`config.mk`:
```
export PLATFORM = sky130hd
export DESIGN_NAME = serial_result_framer
export DESIGN_NICKNAME = d
export VERILOG_FILES = /design/src/rtl/ssf_pkg.sv /design/src/rtl/ssf_phase_gen.sv /design/src/rtl/ssf_bit_latch.sv /design/src/rtl/serial_result_framer.sv
export SDC_FILE = /design/constraint.sdc
export NUM_CORES = 1
export LEC_CHECK = 0
export BUFFER_PORTS_ARGS = -buffer_cell sky130_fd_sc_hd__buf_4
export CORE_AREA = 3 3 40 42
export DETAILED_ROUTE_END_ITERATION = 16
export DIE_AREA = 0 0 43 45
export PLACE_DENSITY = 0.73
export SETUP_SLACK_MARGIN = 0.1
export SYNTH_ARGS = -nofsm -noshare
export SYNTH_HDL_FRONTEND = slang
export SYNTH_SLANG_ARGS = --single-unit
```
`constraint.sdc`:
```
create_clock -name clk -period 3.23 [get_ports clk]
set_clock_uncertainty 0.1 [all_clocks]
set_input_delay 0.323 -clock clk [delete_from_list [all_inputs] [get_ports clk]]
set_output_delay 0.323 -clock clk [all_outputs]
set_load 0.01 [all_outputs]
```
`src/rtl/ssf_pkg.sv`:
```
package ssf_pkg;
    typedef enum logic [1:0] {
        ST_IDLE   = 2'd0,
        ST_ARMED  = 2'd1,
        ST_LEAD   = 2'd2,
        ST_RESULT = 2'd3
    } ssf_state_e;
endpackage

```
`src/rtl/ssf_phase_gen.sv`:
```
// Free-running serial clock phase generator derived from the master clock.
module ssf_phase_gen #(
    parameter int SCLK_HALF = 2
) (
    input  logic clk,
    input  logic rst_n,
    output logic rise_next,
    output logic level
);
    localparam int PERIOD = 2 * SCLK_HALF;
    localparam int PW = (PERIOD > 2) ? $clog2(PERIOD) : 1;
    localparam logic [PW-1:0] LAST   = PW'(PERIOD - 1);
    localparam logic [PW-1:0] HALF_V = PW'(SCLK_HALF);

    logic [PW-1:0] phase_q;

    always_ff @(posedge clk) begin
        if (!rst_n)              phase_q <= '0;
        else if (phase_q == LAST) phase_q <= '0;
        else                      phase_q <= phase_q + 1'b1;
    end

    // The next master edge is a serial rising edge.
    assign rise_next = (phase_q == LAST);
    assign level     = (phase_q < HALF_V);

    p_phase_wrap_r3: assert property (@(posedge clk) disable iff (!rst_n)
        rise_next |=> (phase_q == '0));
    p_phase_step_r3: assert property (@(posedge clk) disable iff (!rst_n)
        !rise_next |=> (phase_q == $past(phase_q) + 1'b1));
endmodule

```
`src/rtl/ssf_bit_latch.sv`:
```
// One-bit holding stage between SAR decisions and the serial data register.
module ssf_bit_latch (
    input  logic clk,
    input  logic rst_n,
    input  logic clear,
    input  logic capture_en,
    input  logic consume,
    input  logic sar_valid,
    input  logic sar_bit,
    output logic bit_out
);
    logic hold_q;
    logic pend_q;

    always_ff @(posedge clk) begin
        if (!rst_n) begin
            hold_q <= 1'b0;
            pend_q <= 1'b0;
        end else if (clear || consume) begin
            pend_q <= 1'b0;
        end else if (capture_en && sar_valid) begin
            hold_q <= sar_bit;
            pend_q <= 1'b1;
        end
    end

    // A decision on the consuming edge bypasses the hold register.
    assign bit_out = (consume && sar_valid) ? sar_bit : hold_q;

    p_ready_r6: assert property (@(posedge clk) disable iff (!rst_n)
        consume |-> (pend_q || sar_valid));
    p_one_per_slot_r6: assert property (@(posedge clk) disable iff (!rst_n)
        (capture_en && sar_valid && !clear) |-> !pend_q);
endmodule

```
`src/rtl/serial_result_framer.sv`:
```
module serial_result_framer #(
    parameter int RES_W     = 14,
    parameter int LEAD_N    = 2,
    parameter int SCLK_HALF = 2
) (
    input  logic clk,
    input  logic rst_n,
    input  logic conv_start,
    input  logic sar_valid,
    input  logic sar_bit,
    input  logic sclk_cont,
    output logic sclk_en,
    output logic sclk_dl,
    output logic sdata_dl,
    output logic sstrb_dl
);
    import ssf_pkg::*;

    localparam int FRAME = RES_W + LEAD_N;
    localparam int SW    = $clog2(FRAME);
    localparam logic [SW-1:0] SLOT_LAST = SW'(FRAME - 1);
    localparam logic [SW-1:0] LEAD_LAST = SW'(LEAD_N - 1);

    ssf_state_e    state_q, state_d;
    logic [SW-1:0] slot_q, slot_d;
    logic          sdata_q, sdata_d;
    logic          rise_next, level;
    logic          consume, clear_lat, lat_bit, active;

    ssf_phase_gen #(.SCLK_HALF(SCLK_HALF)) u_phase (
        .clk       (clk),
        .rst_n     (rst_n),
        .rise_next (rise_next),
        .level     (level)
    );

    assign active = (state_q == ST_LEAD) || (state_q == ST_RESULT);

    ssf_bit_latch u_latch (
        .clk        (clk),
        .rst_n      (rst_n),
        .clear      (clear_lat),
        .capture_en (active),
        .consume    (consume),
        .sar_valid  (sar_valid),
        .sar_bit    (sar_bit),
        .bit_out    (lat_bit)
    );

    // Next-state and slot logic
    always_comb begin
        state_d   = state_q;
        slot_d    = slot_q;
        sdata_d   = sdata_q;
        consume   = 1'b0;
        clear_lat = 1'b0;
        unique case (state_q)
            ST_IDLE: begin
                if (conv_start) begin
                    if (rise_next) begin
                        state_d   = ST_LEAD;
                        slot_d    = '0;
                        sdata_d   = 1'b0;
                        clear_lat = 1'b1;
                    end else begin
                        state_d = ST_ARMED;
                    end
                end
            end
            ST_ARMED: begin
                if (rise_next) begin
                    state_d   = ST_LEAD;
                    slot_d    = '0;
                    sdata_d   = 1'b0;
                    clear_lat = 1'b1;
                end
            end
            ST_LEAD: begin
                if (rise_next) begin
                    slot_d = slot_q + 1'b1;
                    if (slot_q == LEAD_LAST) begin
                        state_d = ST_RESULT;
                        consume = 1'b1;
                        sdata_d = lat_bit;
                    end
                end
            end
            ST_RESULT: begin
                if (rise_next) begin
                    if (slot_q == SLOT_LAST) begin
                        state_d = ST_IDLE;
                        slot_d  = '0;
                        sdata_d = 1'b0;
                    end else begin
                        slot_d  = slot_q + 1'b1;
                        consume = 1'b1;
                        sdata_d = lat_bit;
                    end
                end
            end
            default: state_d = ST_IDLE;
        endcase
    end

    // State register
    always_ff @(posedge clk) begin
        if (!rst_n) begin
            state_q <= ST_IDLE;
            slot_q  <= '0;
            sdata_q <= 1'b0;
        end else begin
            state_q <= state_d;
            slot_q  <= slot_d;
            sdata_q <= sdata_d;
        end
    end

    // Open-drain outputs: 1 pulls the line low
    always_comb begin
        sstrb_dl = active;
        sdata_dl = active && !sdata_q;
        sclk_en  = sclk_cont || active;
        sclk_dl  = sclk_en && !level;
    end

    p_lead_zero_r1: assert property (@(posedge clk) disable iff (!rst_n)
        (state_q == ST_LEAD) |-> sdata_dl);
    p_data_on_rise_r2: assert property (@(posedge clk) disable iff (!rst_n)
        !$stable(sdata_dl) |-> $past(rise_next));
    p_strobe_on_rise_r4: assert property (@(posedge clk) disable iff (!rst_n)
        !$stable(sstrb_dl) |-> $past(rise_next));
    p_frame_len_r4: assert property (@(posedge clk) disable iff (!rst_n)
        $fell(sstrb_dl) |-> ($past(slot_q) == SLOT_LAST));
    p_start_ignored_r5: assert property (@(posedge clk) disable iff (!rst_n)
        (state_q != ST_IDLE && conv_start && !rise_next) |=> ($stable(state_q) && $stable(slot_q)));
endmodule

```
==> impl_metrics.tcl <==
set metrics [dict create \
    synth_seq_area_share 0.317 \
    dr.pass1.iters 4 \
    dp_hpwl_um 901 \
    ant_nets 0 \
    dieArea_sq_um 1940 \
    chipWidth_um 43 \
    avgSynthCellArea_sq_um 8.19 \
    max-vdd-ir-drop_mv 0.249 \
    cp-startpoint "state_q[0]" \
    path_clk_slew_ns 0.06 \
    critPathKind "reg -> out" \
    numCtsBuffers 3 \
    path_cells "inv_1, ha_1, or3_1, and2_1, buf_4" \
    drv_cap 0 \
    ys_types 28 \
    synth_area_sq_um 631 \
    finalHoldViolCount 0 \
    synthTopCellsByArea "dfxtp_1 (32%), ha_1 (14%), nor2_1 (6.0%), mux2i_1 (4.8%), inv_1 (4.2%)" \
    hp-class "in -> reg" \
    max_freq_ghz 0.467 \
    vias 519 \
    wl_um 1200 \
    core_sq_um 1280 \
    row_count 13 \
    die_h_um 45 \
    period_needed_ns 2.14 \
    status "finished clean" \
    synth_common_cells "dfxtp_1 (10), nor2_1 (10), ha_1 (7), inv_1 (7), nand2_1 (6)" \
    avgViaCountPerCell 5.14 \
    yosysWarnings 0 \
    powerDensity_nw_per_um2 692 \
    drc 0 \
    period_share 0.663 \
    grt_max_degree 10 \
    yosysTopAreaCellShare 0.317 \
    antenna_found_initial 0 \
    syn_inst 77 \
    syn_to_final_growth_pct 15.3 \
    grt_pass1_wl_um 2170 \
    setup-violations-final 0 \
    root_buffer "clkbuf_4" \
    slowest_delay_ns 0.39 \
    start_kind "register" \
    rsz0062_at_grt "false" \
    clk_latency_ns 0.26 \
    worstReg2RegEnd "sdata_q" \
    clockBufferDepth 2 \
    io_buffers 9 \
    hold-worst-slack_ns 0.213 \
    synth_nets 90 \
    ctsHoldBuffers 0 \
    ioPinCount 10 \
    grt.overflow.total 0 \
    crit_cells 5 \
    ys_ff_latch 10 \
    diodes 0 \
    r2r_start "state_q[0]" \
    tritoncts "yes" \
    final_layout_size_suffix_gt1_frac 0.163 \
    cts_htree_levels 1 \
    drv_slew 0 \
    cts.sinks 10 \
    wl_per_cell_um 11.9 \
    r2r_slack_ns 1.44 \
    post-cts-setup-buffers 0 \
    crit_path_end_kind "output port" \
    synth-main-ff-cell "dfxtp_1" \
    cp.required_ns 2.81 \
    synth_top_area_cell "dfxtp_1" \
    fin_nets 101 \
    fin_tns_setup_ns 0 \
    crit_family "simple AND/OR/NAND/NOR gates" \
    dr.first_iter.drc_count 5 \
    start_util 0.491 \
    arrival_ns 1.72 \
    slew-limit-headroom 0.802 \
    worstMarginPinSlew_ns 0.297 \
    ctsResizeCount 0 \
    worst_path_max_delay_cell "or3_1" \
    power.leakage_nw 0.325 \
    place_congestion 0.761 \
    cp_num_buf_inv 2 \
    r2r_cells 6 \
    grt_pass1_vias 544 \
    grt.total_usage 0.154 \
    endpoint "sclk_dl" \
    synth_edf_count 0 \
    crit_fanout 9 \
    synthArstFlopShare 0 \
]
==> cells in the final DEF, fill, tap and decap left out <==
master and instances:
buf_4 9, dfxtp_1 10, or3_1 1, and2_1 2, o221a_2 1, nor3_1 2, clkbuf_4 3, nor2_1 10
inv_1 7, mux2i_1 3, or3b_1 1, xor2_1 1, and4_1 1, nor2b_1 1, a21o_1 1, a21oi_1 5
nor3b_1 1, nand4_1 1, xnor2_1 1, nand2b_1 1, a211oi_1 3, o21ai_0 2, o221ai_1 1, o41ai_2 1
ha_1 7, nand3_1 3, a21boi_1 1, nand2_1 6
==> metal layers <==
metal	track usage	routed length, um
met1	0.181	578
met2	0.249	523
met3	0.0239	57
met4	0.127	36
met5	0	0
==> how the worst min path moves through the flow <==
stage,startpoint,end,slack (ns),cells after the start
after floorplan,u_phase.phase_q[0],u_phase.phase_q[0],0.30,1
after global placement,u_phase.phase_q[0],u_phase.phase_q[0],0.32,1
after detailed placement,u_phase.phase_q[0],u_phase.phase_q[0],0.33,1
after CTS,rst_n,sdata_q,0.20,3
after global routing,rst_n,sdata_q,0.22,3
final,rst_n,sdata_q,0.21,3
==> registers in the layout (all words and copies together), names as in the netlist <==
| register | flops |
|---|---|
| state_q | 2 |
| slot_q | 4 |
| sdata_q | 1 |
| u_phase.phase_q | 2 |
| u_latch.hold_q | 1 |
==> cell type report <==
type,instances,area (sq um)
inverters,7,26.3
repair buffers,9,67.6
fillers,125,558
multi-input cells,57,392
flip-flops and latches,10,200
clock buffers,3,22.5
well taps,15,18.8
==> worst reg2reg max path, stage by stage (launching register included) <==
cell      delay (ns)
dfxtp_1         0.38
ha_1            0.32
a21boi_1        0.20
o221ai_1        0.18
nor2_1          0.15
mux2i_1         0.10
o41ai_2         0.27
==> report_power, final <==
part,switching (mW),leakage (nW),internal (mW),total (mW)
logic,0.139,0.229,0.121,0.259
registers,0.0175,0.0817,0.143,0.160
clock network,0.0402,0.0138,0.0430,0.0831
==> kinds of logic (layout without fill, tap and decap cells) <==
kind of cell | after synthesis | after routing | synth area share
DFF | 10 | 10 | 0.317
adders and majority gates | 7 | 7 | 0.139
and+or+nand+nor | 30 | 30 | 0.234
buffers and inverters | 10 | 19 | 0.0615
AOI/OAI and AO/OA | 15 | 15 | 0.173
xor gates and xnor gates | 2 | 2 | 0.0278
muxes | 3 | 3 | 0.0476
==> per-stage QoR <==
step	setup slack [ns]	utilization	power (mW)	cells	cell area (sq um)
2_1_floorplan	1.43	-	0.349	77	631
3_3_place_gp	1.43	0.548	0.415	98	704
3_5_place_dp	1.39	0.548	0.422	98	704
4_1_cts	1.10	0.566	0.510	101	727
5_1_grt	0.981	0.566	0.557	101	727
6_report	1.09	0.566	0.503	101	727
No activity file was read; power rests on OpenSTA's default activity.
